### src/rtl/pace_pkg.sv
package pace_pkg;

   // What the output stage does when a strobe arrives
   typedef enum logic [1:0] {
      ACT_HOLD   = 2'd0,
      ACT_POP    = 2'd1,
      ACT_STARVE = 2'd2
   } rd_act_e;

endpackage

### src/rtl/pace_strobe_gen.sv
module pace_strobe_gen #(
   parameter int CLK_HZ  = 125_000_000,
   parameter int RATE_HZ = 48_000
) (
   input  logic clk,
   input  logic rst_n,
   output logic tick
);
   localparam int DIV  = CLK_HZ / RATE_HZ;
   localparam int CW   = (DIV > 2) ? $clog2(DIV) : 1;
   localparam bit POW2 = ((DIV & (DIV - 1)) == 0);

   logic [CW-1:0] cnt;

   generate
      if (POW2) begin : g_wrap
         // The count wraps by itself, so no compare-and-clear is needed
         always_ff @(posedge clk) begin
            if (!rst_n) cnt <= '0;
            else        cnt <= cnt + 1'b1;
         end
         assign tick = &cnt;
      end else begin : g_modulo
         localparam logic [CW-1:0] LAST = CW'(DIV - 1);
         always_ff @(posedge clk) begin
            if (!rst_n)           cnt <= '0;
            else if (cnt == LAST) cnt <= '0;
            else                  cnt <= cnt + 1'b1;
         end
         assign tick = (cnt == LAST);
      end
   endgenerate


   tick_pulse_chk: assert property (@(posedge clk) disable iff (!rst_n)
      tick |=> !tick);

endmodule

### src/rtl/pace_store.sv
module pace_store #(
   parameter int DW    = 24,
   parameter int DEPTH = 32
) (
   input  logic          clk,
   input  logic          rst_n,
   input  logic          wr_en,
   input  logic [DW-1:0] wr_data,
   input  logic          rd_en,
   output logic [DW-1:0] rd_data,
   output logic          full,
   output logic          empty
);
   localparam int AW = $clog2(DEPTH);

   logic [AW:0]   wr_ptr, rd_ptr;
   logic [AW:0]   level;
   logic [DW-1:0] mem [DEPTH];

   always_ff @(posedge clk) begin
      if (!rst_n) begin
         wr_ptr <= '0;
         rd_ptr <= '0;
      end else begin
         if (wr_en) wr_ptr <= wr_ptr + 1'b1;
         if (rd_en) rd_ptr <= rd_ptr + 1'b1;
      end
   end

   always_ff @(posedge clk) begin
      if (wr_en) mem[wr_ptr[AW-1:0]] <= wr_data;
   end

   assign rd_data = mem[rd_ptr[AW-1:0]];
   assign empty   = (wr_ptr == rd_ptr);
   assign full    = (wr_ptr[AW] != rd_ptr[AW]) &&
                    (wr_ptr[AW-1:0] == rd_ptr[AW-1:0]);
   assign level   = wr_ptr - rd_ptr;


   pop_nonempty_chk: assert property (@(posedge clk) disable iff (!rst_n)
      rd_en |-> !empty);


   push_room_chk: assert property (@(posedge clk) disable iff (!rst_n)
      wr_en |-> !full);


   level_bound_chk: assert property (@(posedge clk) disable iff (!rst_n)
      level <= (AW+1)'(DEPTH));

endmodule

### src/rtl/pace_out_stage.sv
module pace_out_stage #(
   parameter int DW = 24
) (
   input  logic          clk,
   input  logic          rst_n,
   input  logic          tick,
   input  logic          empty,
   input  logic          wr_acc,
   input  logic [DW-1:0] fifo_data,
   output logic          pop,
   output logic [DW-1:0] sample,
   output logic          out_tick,
   output logic          starved
);
   import pace_pkg::*;

   rd_act_e act;

   always_comb begin
      if (!tick)      act = ACT_HOLD;
      else if (empty) act = ACT_STARVE;
      else            act = ACT_POP;
   end

   assign pop = (act == ACT_POP);

   always_ff @(posedge clk) begin
      if (!rst_n) begin
         sample   <= '0;
         out_tick <= 1'b0;
         starved  <= 1'b0;
      end else begin
         out_tick <= tick;
         unique case (act)
            ACT_POP:    sample <= fifo_data;
            ACT_STARVE: starved <= 1'b1;
            default:    ;
         endcase
         // A starving strobe takes priority over a clearing write
         if (wr_acc && act != ACT_STARVE) starved <= 1'b0;
      end
   end


   hold_between_chk: assert property (@(posedge clk) disable iff (!rst_n)
      !tick |=> $stable(sample));


   starve_repeat_chk: assert property (@(posedge clk) disable iff (!rst_n)
      (tick && empty) |=> (starved && $stable(sample)));


   write_clears_chk: assert property (@(posedge clk) disable iff (!rst_n)
      (wr_acc && !tick) |=> !starved);

endmodule

### src/rtl/burst_pace_fifo.sv
module burst_pace_fifo #(
   parameter int DW      = 24,
   parameter int DEPTH   = 32,
   parameter int CLK_HZ  = 125_000_000,
   parameter int RATE_HZ = 48_000
) (
   input  logic          clk,
   input  logic          rst_n,
   input  logic          in_valid,
   output logic          in_ready,
   input  logic [DW-1:0] in_data,
   output logic [DW-1:0] out_sample,
   output logic          out_tick,
   output logic          starved,
   output logic          dropped
);
   localparam int BURST = 16;
   localparam int DIV   = CLK_HZ / RATE_HZ;

   generate
      if (DEPTH < BURST || (DEPTH & (DEPTH - 1)) != 0) begin : g_bad_depth
         $error("DEPTH must be a power of two of at least 16");
      end
      if (DIV < 2) begin : g_bad_div
         $error("CLK_HZ must be at least twice RATE_HZ");
      end
      if (DW < 1) begin : g_bad_dw
         $error("DW must be positive");
      end
   endgenerate

   logic          tick, full, empty, pop, wr_acc;
   logic [DW-1:0] head;

   assign in_ready = !full;
   assign wr_acc   = in_valid && !full;

   pace_strobe_gen #(.CLK_HZ(CLK_HZ), .RATE_HZ(RATE_HZ)) u_strobe (
      .clk(clk), .rst_n(rst_n), .tick(tick)
   );

   pace_store #(.DW(DW), .DEPTH(DEPTH)) u_store (
      .clk(clk), .rst_n(rst_n),
      .wr_en(wr_acc), .wr_data(in_data),
      .rd_en(pop), .rd_data(head),
      .full(full), .empty(empty)
   );

   pace_out_stage #(.DW(DW)) u_out (
      .clk(clk), .rst_n(rst_n), .tick(tick), .empty(empty),
      .wr_acc(wr_acc), .fifo_data(head), .pop(pop),
      .sample(out_sample), .out_tick(out_tick), .starved(starved)
   );

   always_ff @(posedge clk) begin
      if (!rst_n)                dropped <= 1'b0;
      else if (in_valid && full) dropped <= 1'b1;
   end


   drop_flag_chk: assert property (@(posedge clk) disable iff (!rst_n)
      (in_valid && !in_ready) |=> dropped);


   drop_sticky_chk: assert property (@(posedge clk) disable iff (!rst_n)
      dropped |=> dropped);

endmodule

### config.mk
export PLATFORM = sky130hd
export DESIGN_NAME = burst_pace_fifo
export DESIGN_NICKNAME = d
export VERILOG_FILES = /design/src/rtl/pace_pkg.sv /design/src/rtl/pace_strobe_gen.sv /design/src/rtl/pace_store.sv /design/src/rtl/pace_out_stage.sv /design/src/rtl/burst_pace_fifo.sv
export SDC_FILE = /design/constraint.sdc
export NUM_CORES = 1
export LEC_CHECK = 0
export BUFFER_PORTS_ARGS = -buffer_cell sky130_fd_sc_hd__buf_2
export CORE_UTILIZATION = 59
export CTS_BUF_LIST = sky130_fd_sc_hd__clkbuf_8
export DETAILED_ROUTE_END_ITERATION = 8
export PLACE_DENSITY = 0.79
export SLEW_MARGIN = 20
export SYNTH_ARGS = -nofsm -noshare
export SYNTH_HDL_FRONTEND = slang
export SYNTH_SLANG_ARGS = --single-unit
### constraint.sdc
create_clock -name clk -period 2.91 [get_ports clk]
set_input_delay 0.1455 -clock clk [delete_from_list [all_inputs] [get_ports clk]]
set_output_delay 0.1455 -clock clk [all_outputs]
set_load 0.05 [all_outputs]
==> results.json <==
{
  "clock_skew_ns": 0.0254,
  "totalPowerFinal_mw": 22.0,
  "pre_cts_ws_ns": 0.274,
  "hold_class": "in -> reg",
  "r2r_end": "u_out.sample[11]",
  "ys_types": 47,
  "ys_seq_area_share_pct": 77.0,
  "rows": 84,
  "insertion_delay_ns": 0.71,
  "power_density_nw_per_um2": 625,
  "vias_per_cell": 6.34,
  "rsz0062_at_grt": "false",
  "hpwlAfterDp_mm": 37.8,
  "finalSetupViolCount": 0,
  "r2r-start": "u_store.rd_ptr[0]",
  "fin_ws_ns": 0.375,
  "synth_warnings": 0,
  "wl_mm": 67.2,
  "yosysMostFrequentCell": "edfxtp_1",
  "ctsResizeCount": 0,
  "worst-setup-path-type": "reg -> reg",
  "instances_no_fill": 2543,
  "max-cap-violations": 0,
  "syn_inst": 1579,
  "crit_fanout": 45,
  "post-route-drc-count": 0,
  "htreeDepth": 3,
  "die_x_um": 232,
  "synth_top_cell_by_area": "edfxtp_1",
  "drtIter0Drc": 1567,
  "drive_above_1_share_pct": 23.9,
  "grt_overflow": 0,
  "synthTopCellsByArea": "edfxtp_1, mux4_2, mux2i_1, dfxtp_1, a32o_1",
  "r2r_cells": 7,
  "antenna_found_initial": 2,
  "gp_congestion": 0.842,
  "core_um2": 52400,
  "cp.arrival_ns": 3.12,
  "multi_input_area_um2": 6890,
  "run_status": "finished, final reports clean",
  "dr.pass1.iters": 7,
  "drv_slew": 0,
  "cp.required_ns": 3.50,
  "grt_pass1_wl_mm": 100,
  "timing.final.crit_share_pct": 87.1,
  "hold_viol_final": 0,
  "pin_count": 55,
  "cts_max_path_buffers": 3,
  "crit_path_start_kind": "flip-flop",
  "fill_cells": 3193,
  "wl_per_cell_um": 26.4,
  "clkTransAtPathRegs_ns": 0.06,
  "io_buffers": 54,
  "p_leak_nw": 11.1,
  "yosys-top-cells-count": "edfxtp_1, mux2i_1, mux4_2",
  "seqCellArea_um2": 24100,
  "syn_avg_cell_area_um2": 19.8,
  "synth-edff-count": 768,
  "grt_max_degree": 109,
  "cts_sinks": 819,
  "finalNetCount": 1785,
  "cts_setup_buffers": 0,
  "cts_tree": "yes",
  "crit_path_end_kind": "flip-flop",
  "setup-tns-final_ns": 0,
  "vdd_ir_drop_max_uv": 360,
  "fin_crit_ns": 2.53,
  "synth_area_um2": 31300,
  "crit_path_end": "u_out.sample[11]",
  "worst_pin_slew_ns": 0.852,
  "dr_total_vias": 16100,
  "start_util_pct": 59.6,
  "place_inst": 2293,
  "startpoint": "u_store.rd_ptr[0]",
  "root_buffer": "clkbuf_8",
  "reg2reg_slack_ns": 0.38,
  "dieArea_um2": 53900,
  "max_freq_mhz": 395,
  "hold_buffers": 26,
  "synth_flop_cell": "edfxtp_1",
  "grt.total_usage_pct": 25.4,
  "syn_nets": 1612,
  "ant_nets": 0,
  "max_slew_margin_pct": 43.2,
  "cts_buffers": 119,
  "synth_seq_cells": 819,
  "syn_to_final_growth_pct": 12.8,
  "die_h_um": 232,
  "grt_pass1_vias": 16300,
  "async_reset_ff_share_pct": 0,
  "fin_util_pct": 67.3,
  "synth_top_area_share_pct": 73.7
}
state kept, by name, summed over array words and instances, names as in the netlist:
name	cells
u_out.sample	24
u_out.out_tick	1
u_store.rd_ptr	6
u_strobe.cnt	12
u_store.mem	768
dropped	1
u_out.starved	1
u_store.wr_ptr	6
critical path: stages, from the launching register on:
cell and delay [ns]:
dfxtp_4 0.39, buf_12 0.33, or3b_2 0.43, buf_4 0.36
o22ai_1 0.13, a211oi_1 0.20, o21ai_0 0.23, a32o_1 0.32
worst min-delay path by stage:
stage / from / end / cells after the start
2_1_floorplan: in_data[0] / u_store.mem[0][0] / 0
4_1_cts: rst_n / u_store.wr_ptr[4] / 3
5_1_grt: rst_n / u_store.wr_ptr[4] / 3
6_report: rst_n / u_store.wr_ptr[4] / 3
3_3_place_gp: u_strobe.cnt[0] / u_strobe.cnt[0] / 1
3_5_place_dp: rst_n / u_store.wr_ptr[4] / 2
per-stage QoR:
stage / hold slack (ns) / cell area [um2]
2_1_floorplan: 0.244 / 31300
3_3_place_gp: 0.442 / 32700
3_5_place_dp: 0.446 / 32700
4_1_cts: 0.241 / 35300
5_1_grt: 0.283 / 35300
6_report: 0.293 / 35300
cell usage in the layout, fill, tap and decap left out, drive strengths merged, types with 29 or more instances in the layout:
master  instances
a21oi          29
buf           118
clkbuf        134
clkinv         49
dfxtp          51
edfxtp        768
inv            43
mux2i         171
mux4          120
nand2          39
nor2           56
o21ai          50
report_power, final:
part | switching (mW) | internal [mW]
Sequential | 0.0217 | 12.9
Clock | 4.23 | 4.40
Combinational | 0.337 | 0.113
Total | 4.58 | 17.5
logic make-up after synthesis:
logic type	synth area share, %
adders and majority gates	0.240
DFF	77.0
buffers and inverters	1.28
and+or+nand+nor	2.01
xor gates and xnor gates	0.588
AOI/OAI and AO/OA	4.76
muxes	14.1
layout make-up:
cell class	instances	share of cell area, %
Sequential cell	819	68.3
Multi-Input combinational cell	662	19.5
Clock buffer	134	5.23
Timing Repair Buffer	144	3.15
Tap cell	688	2.44
Clock inverter	89	1.25
Inverter	6	0.0639
Antenna cell	1	0.00709
layer usage:
metal / part of all wire, % / GRT usage (%)
met1: 39 / 34.1
met2: 50 / 41.7
met3: 7.1 / 4.70
met4: 3.4 / 9.77
met5: 0.019 / 0
No activity file was read; power rests on OpenSTA's default activity.
